===== src/rtl/dacfe_pkg.sv =====
package dacfe_pkg;
  typedef enum logic [1:0] {
    PM_ON      = 2'b00,
    PM_PD_1K   = 2'b01,
    PM_PD_100K = 2'b10,
    PM_PD_HIZ  = 2'b11
  } pmode_e;

  typedef enum logic [1:0] {
    FR_IDLE  = 2'b00,
    FR_SHIFT = 2'b01,
    FR_HOLD  = 2'b10
  } frst_e;
endpackage


===== src/rtl/dacfe_insync.sv =====
module dacfe_insync #(
  parameter int          W       = 3,
  parameter int          STAGES  = 2,
  parameter logic [W-1:0] RST_VAL = '0
) (
  input  logic         clk,
  input  logic         rst_n,
  input  logic [W-1:0] d_async,
  output logic [W-1:0] q,
  output logic [W-1:0] q_prev
);
  localparam int DEPTH = STAGES + 1;

  logic [DEPTH-1:0][W-1:0] pipe_q;
  logic [DEPTH-1:0][W-1:0] pipe_d;

  always_comb begin
    pipe_d = {pipe_q[DEPTH-2:0], d_async};
  end

  always_ff @(posedge clk or negedge rst_n) begin
    if (!rst_n) pipe_q <= {DEPTH{RST_VAL}};
    else        pipe_q <= pipe_d;
  end

  assign q      = pipe_q[STAGES-1];
  assign q_prev = pipe_q[STAGES];
endmodule


===== src/rtl/dacfe_frame_rx.sv =====
module dacfe_frame_rx
  import dacfe_pkg::*;
#(
  parameter int FRAME_BITS = 16
) (
  input  logic                  clk,
  input  logic                  rst_n,
  input  logic                  sync_n,
  input  logic                  sync_n_d,
  input  logic                  sclk,
  input  logic                  sclk_d,
  input  logic                  sdat,
  output logic                  commit,
  output logic [FRAME_BITS-1:0] word
);
  localparam int               CNT_W = $clog2(FRAME_BITS);
  localparam logic [CNT_W-1:0] LAST  = CNT_W'(FRAME_BITS - 1);

  frst_e                 st_q, st_d;
  logic [CNT_W-1:0]      cnt_q, cnt_d;
  logic [FRAME_BITS-1:0] sh_q, sh_d;
  logic                  sync_fall, sclk_fall;
  logic [FRAME_BITS-1:0] sh_in;

  assign sync_fall = sync_n_d & ~sync_n;
  assign sclk_fall = sclk_d & ~sclk;
  assign sh_in     = {sh_q[FRAME_BITS-2:0], sdat};

  always_comb begin
    st_d   = st_q;
    cnt_d  = cnt_q;
    sh_d   = sh_q;
    commit = 1'b0;
    word   = sh_in;
    unique case (st_q)
      FR_IDLE: begin
        if (sync_fall) begin
          st_d  = FR_SHIFT;
          cnt_d = '0;
          sh_d  = '0;
        end
      end
      FR_SHIFT: begin
        if (sync_n) begin
          st_d  = FR_IDLE;
          cnt_d = '0;
          sh_d  = '0;
        end else if (sclk_fall) begin
          sh_d = sh_in;
          if (cnt_q == LAST) begin
            commit = 1'b1;
            st_d   = FR_HOLD;
            cnt_d  = '0;
          end else begin
            cnt_d = cnt_q + 1'b1;
          end
        end
      end
      FR_HOLD: begin
        if (sync_n) st_d = FR_IDLE;
      end
      default: st_d = FR_IDLE;
    endcase
  end

  always_ff @(posedge clk or negedge rst_n) begin
    if (!rst_n) begin
      st_q  <= FR_IDLE;
      cnt_q <= '0;
      sh_q  <= '0;
    end else begin
      st_q  <= st_d;
      cnt_q <= cnt_d;
      sh_q  <= sh_d;
    end
  end
endmodule


===== src/rtl/dacfe_regs.sv =====
module dacfe_regs
  import dacfe_pkg::*;
#(
  parameter int FRAME_BITS = 16,
  parameter int CODE_W     = 12
) (
  input  logic                  clk,
  input  logic                  rst_n,
  input  logic                  commit,
  input  logic [FRAME_BITS-1:0] word,
  output logic [CODE_W-1:0]     dac_code,
  output logic [1:0]            pwr_mode,
  output logic                  update,
  output logic                  power_down,
  output logic                  pull_1k,
  output logic                  pull_100k,
  output logic                  out_hiz
);
  localparam int MODE_LSB = CODE_W;

  logic [CODE_W-1:0] code_q, code_d;
  pmode_e            mode_q, mode_d, mode_in;
  logic              upd_q, upd_d;

  assign mode_in = pmode_e'(word[MODE_LSB+1:MODE_LSB]);

  always_comb begin
    code_d = code_q;
    mode_d = mode_q;
    upd_d  = commit;
    if (commit) begin
      mode_d = mode_in;
      if (mode_in == PM_ON) code_d = word[CODE_W-1:0];
    end
  end

  always_ff @(posedge clk or negedge rst_n) begin
    if (!rst_n) begin
      code_q <= '0;
      mode_q <= PM_ON;
      upd_q  <= 1'b0;
    end else begin
      code_q <= code_d;
      mode_q <= mode_d;
      upd_q  <= upd_d;
    end
  end

  always_comb begin
    power_down = 1'b1;
    pull_1k    = 1'b0;
    pull_100k  = 1'b0;
    out_hiz    = 1'b0;
    unique case (mode_q)
      PM_ON:      power_down = 1'b0;
      PM_PD_1K:   pull_1k    = 1'b1;
      PM_PD_100K: pull_100k  = 1'b1;
      PM_PD_HIZ:  out_hiz    = 1'b1;
      default:    power_down = 1'b1;
    endcase
  end

  assign dac_code = code_q;
  assign pwr_mode = mode_q;
  assign update   = upd_q;
endmodule


===== src/rtl/dacfe_top.sv =====
module dacfe_top #(
  parameter int FRAME_BITS  = 16,
  parameter int CODE_W      = 12,
  parameter int SYNC_STAGES = 2
) (
  input  logic              clk,
  input  logic              rst_n,
  input  logic              sync_n,
  input  logic              sclk,
  input  logic              sdin,
  output logic [CODE_W-1:0] dac_code,
  output logic [1:0]        pwr_mode,
  output logic              update,
  output logic              power_down,
  output logic              pull_1k,
  output logic              pull_100k,
  output logic              out_hiz
);
  localparam int          PIN_W   = 3;
  localparam logic [2:0]  PIN_IDLE = 3'b110;

  logic [PIN_W-1:0]      pins_s, pins_p;
  logic                  commit;
  logic [FRAME_BITS-1:0] word;

  dacfe_insync #(
    .W(PIN_W), .STAGES(SYNC_STAGES), .RST_VAL(PIN_IDLE)
  ) insync_i (
    .clk(clk), .rst_n(rst_n),
    .d_async({sync_n, sclk, sdin}),
    .q(pins_s), .q_prev(pins_p)
  );

  dacfe_frame_rx #(.FRAME_BITS(FRAME_BITS)) rx_i (
    .clk(clk), .rst_n(rst_n),
    .sync_n(pins_s[2]), .sync_n_d(pins_p[2]),
    .sclk(pins_s[1]), .sclk_d(pins_p[1]),
    .sdat(pins_s[0]),
    .commit(commit), .word(word)
  );

  dacfe_regs #(.FRAME_BITS(FRAME_BITS), .CODE_W(CODE_W)) regs_i (
    .clk(clk), .rst_n(rst_n),
    .commit(commit), .word(word),
    .dac_code(dac_code), .pwr_mode(pwr_mode), .update(update),
    .power_down(power_down), .pull_1k(pull_1k),
    .pull_100k(pull_100k), .out_hiz(out_hiz)
  );
endmodule


===== config.mk =====
export PLATFORM = sky130hd
export DESIGN_NAME = dacfe_top
export DESIGN_NICKNAME = d
export VERILOG_FILES = /design/src/rtl/dacfe_pkg.sv /design/src/rtl/dacfe_insync.sv /design/src/rtl/dacfe_frame_rx.sv /design/src/rtl/dacfe_regs.sv /design/src/rtl/dacfe_top.sv
export SDC_FILE = /design/constraint.sdc
export NUM_CORES = 1
export LEC_CHECK = 0
export ABC_AREA = 1
export BUFFER_PORTS_ARGS = -buffer_cell sky130_fd_sc_hd__buf_4
export CORE_MARGIN = 1.5
export CORE_UTILIZATION = 56
export CTS_CLUSTER_DIAMETER = 60
export DETAILED_ROUTE_END_ITERATION = 7
export PLACE_DENSITY = 0.78
export SETUP_SLACK_MARGIN = 0.02
export SLEW_MARGIN = 10
export SYNTH_ARGS = -nofsm -noshare
export SYNTH_HDL_FRONTEND = slang
export SYNTH_HIERARCHICAL = 1
export SYNTH_SLANG_ARGS = --single-unit

===== constraint.sdc =====
create_clock -name clk -period 2 [get_ports clk]
set_input_delay 0.1 -clock clk [delete_from_list [all_inputs] [get_ports clk]]
set_output_delay 0.1 -clock clk [all_outputs]
set_load 0.03 [all_outputs]

==> impl_results.rst <==
.. list-table::
   :header-rows: 1

   * - Metric
     - Value
   * - Mapped Nets
     - 201
   * - Clock Tree Buf Depth
     - 2
   * - Crit Path Category
     - reg2reg
   * - First-pass GRT wire length
     - 5.42 mm
   * - Count of input and output buffers
     - 23
   * - Initial standard-cell utilization of the core
     - 0.583
   * - PostCTS Resize Cnt
     - 0
   * - Number of antenna-violating nets in the routed design
     - 0
   * - Fin. Hold Viols
     - 0
   * - Layout cells sized above 1
     - 0.207
   * - Layout-stage area growth over the synthesis result
     - 14.2%
   * - Worst Setup Slack post-DPL
     - 0.422 ns
   * - Last weighted congestion value of the routability-driven placer
     - 0.780
   * - Highest-delay cell along the critical path
     - sky130_fd_sc_hd__dfstp_2
   * - Yosys warns
     - 6
   * - Nets
     - 227
   * - Upper clock frequency limit
     - 631 MHz
   * - Most frequent cell on the critical path
     - sky130_fd_sc_hd__inv_1
   * - Maximum number of pins on one net before global-route repair
     - 43
   * - Min Clock Period, post-route
     - 1.59 ns
   * - Post-Synthesis Cell Area
     - 0.00175 sq mm
   * - Critical Path AT
     - 1.88 ns
   * - Total global-route track usage
     - 0.211
   * - Via count of the first global-routing pass
     - 1319
   * - Total Die Area
     - 0.00347 sq mm
   * - Diodes inserted
     - 0
   * - Run status
     - finished clean
   * - Post-Synthesis Mean Instance Area
     - 8.97 sq um
   * - Antenna violations before repair
     - 0
   * - Overflow left after global routing
     - 0
   * - Launching element of the worst setup path
     - insync_i/q_prev[1]
   * - Number of buffers created by CTS
     - 5
   * - Biggest cell delay along the critical path
     - 0.53 ns
   * - Reg-to-Reg Start
     - insync_i/q_prev[1]
   * - Largest fanout of any net on the critical path
     - 17
   * - Std-Cell Core Area
     - 0.00300 sq mm
   * - Total DRC errors in the routed layout
     - 0
   * - Drt wl/cell
     - 12.2 um
   * - Vertical die dimension
     - 58.9 um
   * - Endpoints failing setup
     - 0
   * - H-tree depth reported by CTS
     - 2
   * - Clock input transition at the sequential cells of the worst setup and hold paths
     - 0.12 ns
   * - Die Span X
     - 58.9 um
   * - Category of the worst setup path launch point
     - register
   * - CTS tree
     - yes
   * - Worst relative slew slack
     - 0.659
   * - Setup repair after global routing missed its margin
     - no
   * - Post-Synthesis Cells
     - 195
   * - LEAKAGE
     - 1.13 nW
   * - Clock Skew
     - 0.0117 ns
   * - Routing usage on met2
     - 0.368
   * - Power density normalized to cell area
     - 786 mW/mm^2
   * - Top Usage Layer GRT
     - met2
   * - Met3 track demand over resource
     - 0.0484
   * - Worst setup margin
     - 0.414 ns
   * - Worst ir drop on vdd
     - 512 uV
   * - Sum Neg Setup Slack
     - 0 ns
   * - Crit-path cells
     - inv_1, nor2_2, inv_1, nor2_4, inv_1, nor2_1, buf_4, nand3_1, nand2_1
   * - Met1 track demand over resource
     - 0.238
   * - Slew of the pin with the lowest slew margin
     - 0.511 ns
   * - Routed wire length
     - 3.11 mm
   * - Sinks on the clock net
     - 42
   * - Master cell of the clock root buffer
     - sky130_fd_sc_hd__clkbuf_4
   * - Number of detailed-route iterations in the first pass
     - 4
   * - Number of primary I/O pins
     - 24
   * - Detailed-route via count
     - 1320
   * - Half-perimeter wire length after detailed placement
     - 2.16 mm
   * - Number of cell rows
     - 20
   * - Required time worst endpoint
     - 2.30 ns
   * - Number of setup buffers added after CTS
     - 0
   * - Clk_lat worst skew
     - 0.35 ns
   * - Share of the cycle needed by the critical path after routing
     - 0.793
   * - Detailed Route Iter0 Violations
     - 52
   * - Via/cell ratio
     - 5.18
   * - Pins Over Slew Limit
     - 0
   * - Type of the tightest min-delay check
     - in2async
   * - Kind of capture point of the worst setup path
     - register
   * - Max-cap check violation count
     - 0
report_power, final:
part           switching, mW  total [mW]  internal, mW  leakage (nW)
Sequential            0.0315       0.917         0.885         0.558
Clock                  0.260       0.434         0.174        0.0326
Combinational          0.156       0.219        0.0632         0.535
Total                  0.447        1.57          1.12          1.13
worst paths after layout:
kind | to | slack (ns) | cells after the start
setup / recovery | regs_i/dac_code[8] | 0.41 | 9
hold / removal | rx_i/sh_q[4] | 0.25 | 2
hold reg to reg | insync_i/q[1] | 0.36 | 0
setup reg to reg | regs_i/dac_code[8] | 0.41 | 9
max in group asynchronous | insync_i/pipe_d[5] | 1.37 | 2
min in group clk | insync_i/q[1] | 0.36 | 0
final cells by class:
class,count,area (sq um)
flip-flops and latches,42,1060
fillers,258,1010
multi-input cells,129,558
repair buffers,29,228
clock buffers,8,58.8
inverters,14,52.6
well taps,33,41.3
worst max-delay path, delay by kind of cell, from the launching register on:
| family | cells | cell delay (ns) |
|---|---|---|
| buf+inv | 4 | 0.44 |
| simple gates | 5 | 0.57 |
| flops | 1 | 0.53 |
state kept, by name, indices dropped and copies added (netlist names):
register and cells:
rx_i/st_q 2, regs_i/update 1, insync_i/pipe_d 3, regs_i/dac_code 12, insync_i/q 3, regs_i/pwr_mode 2
rx_i/cnt_q 4, insync_i/q_prev 2, rx_i/sh_q 13
cell usage in the layout, fill, tap and decap left out:
cell / count
sky130_fd_sc_hd__dlygate4sd3_1: 4
sky130_fd_sc_hd__clkbuf_1: 2
sky130_fd_sc_hd__o21ai_0: 5
sky130_fd_sc_hd__nand2_2: 3
sky130_fd_sc_hd__nand3_1: 17
sky130_fd_sc_hd__inv_1: 13
sky130_fd_sc_hd__dfstp_2: 6
sky130_fd_sc_hd__nand2_4: 1
sky130_fd_sc_hd__inv_2: 1
sky130_fd_sc_hd__nor2_1: 9
sky130_fd_sc_hd__nor2_2: 2
sky130_fd_sc_hd__nand4_1: 1
sky130_fd_sc_hd__nor2_4: 2
sky130_fd_sc_hd__nand2_1: 88
sky130_fd_sc_hd__clkbuf_4: 5
sky130_fd_sc_hd__ha_1: 1
sky130_fd_sc_hd__clkbuf_8: 1
sky130_fd_sc_hd__dfrtp_1: 36
sky130_fd_sc_hd__buf_4: 25
metal layers:
layer  wire (um)  vias to the layer above
met5           0                        -
met4          35                        0
met3         147                        4
met2        1590                       44
met1        1340                      630
li1            -                      642
through the flow:
step                hold WS, ns  utilization  instance area [sq um]  cells  total power [mW]
finish                    0.252        0.665                   2000    255              1.57
global route              0.298        0.665                   2000    255              1.65
CTS                       0.256        0.665                   2000    255              1.58
detailed placement        0.110        0.632                   1900    243              1.15
global placement          0.100        0.632                   1900    243              1.13
floorplan                -0.196            -                   1750    195              1.10
what timing repair did:
action                                  in CTS  in global routing
hold buffers                                 4                  0
endpoints found under the setup margin       0                  0
endpoints found under the hold margin       39                  0
Power figures use the tool's default switching activity.
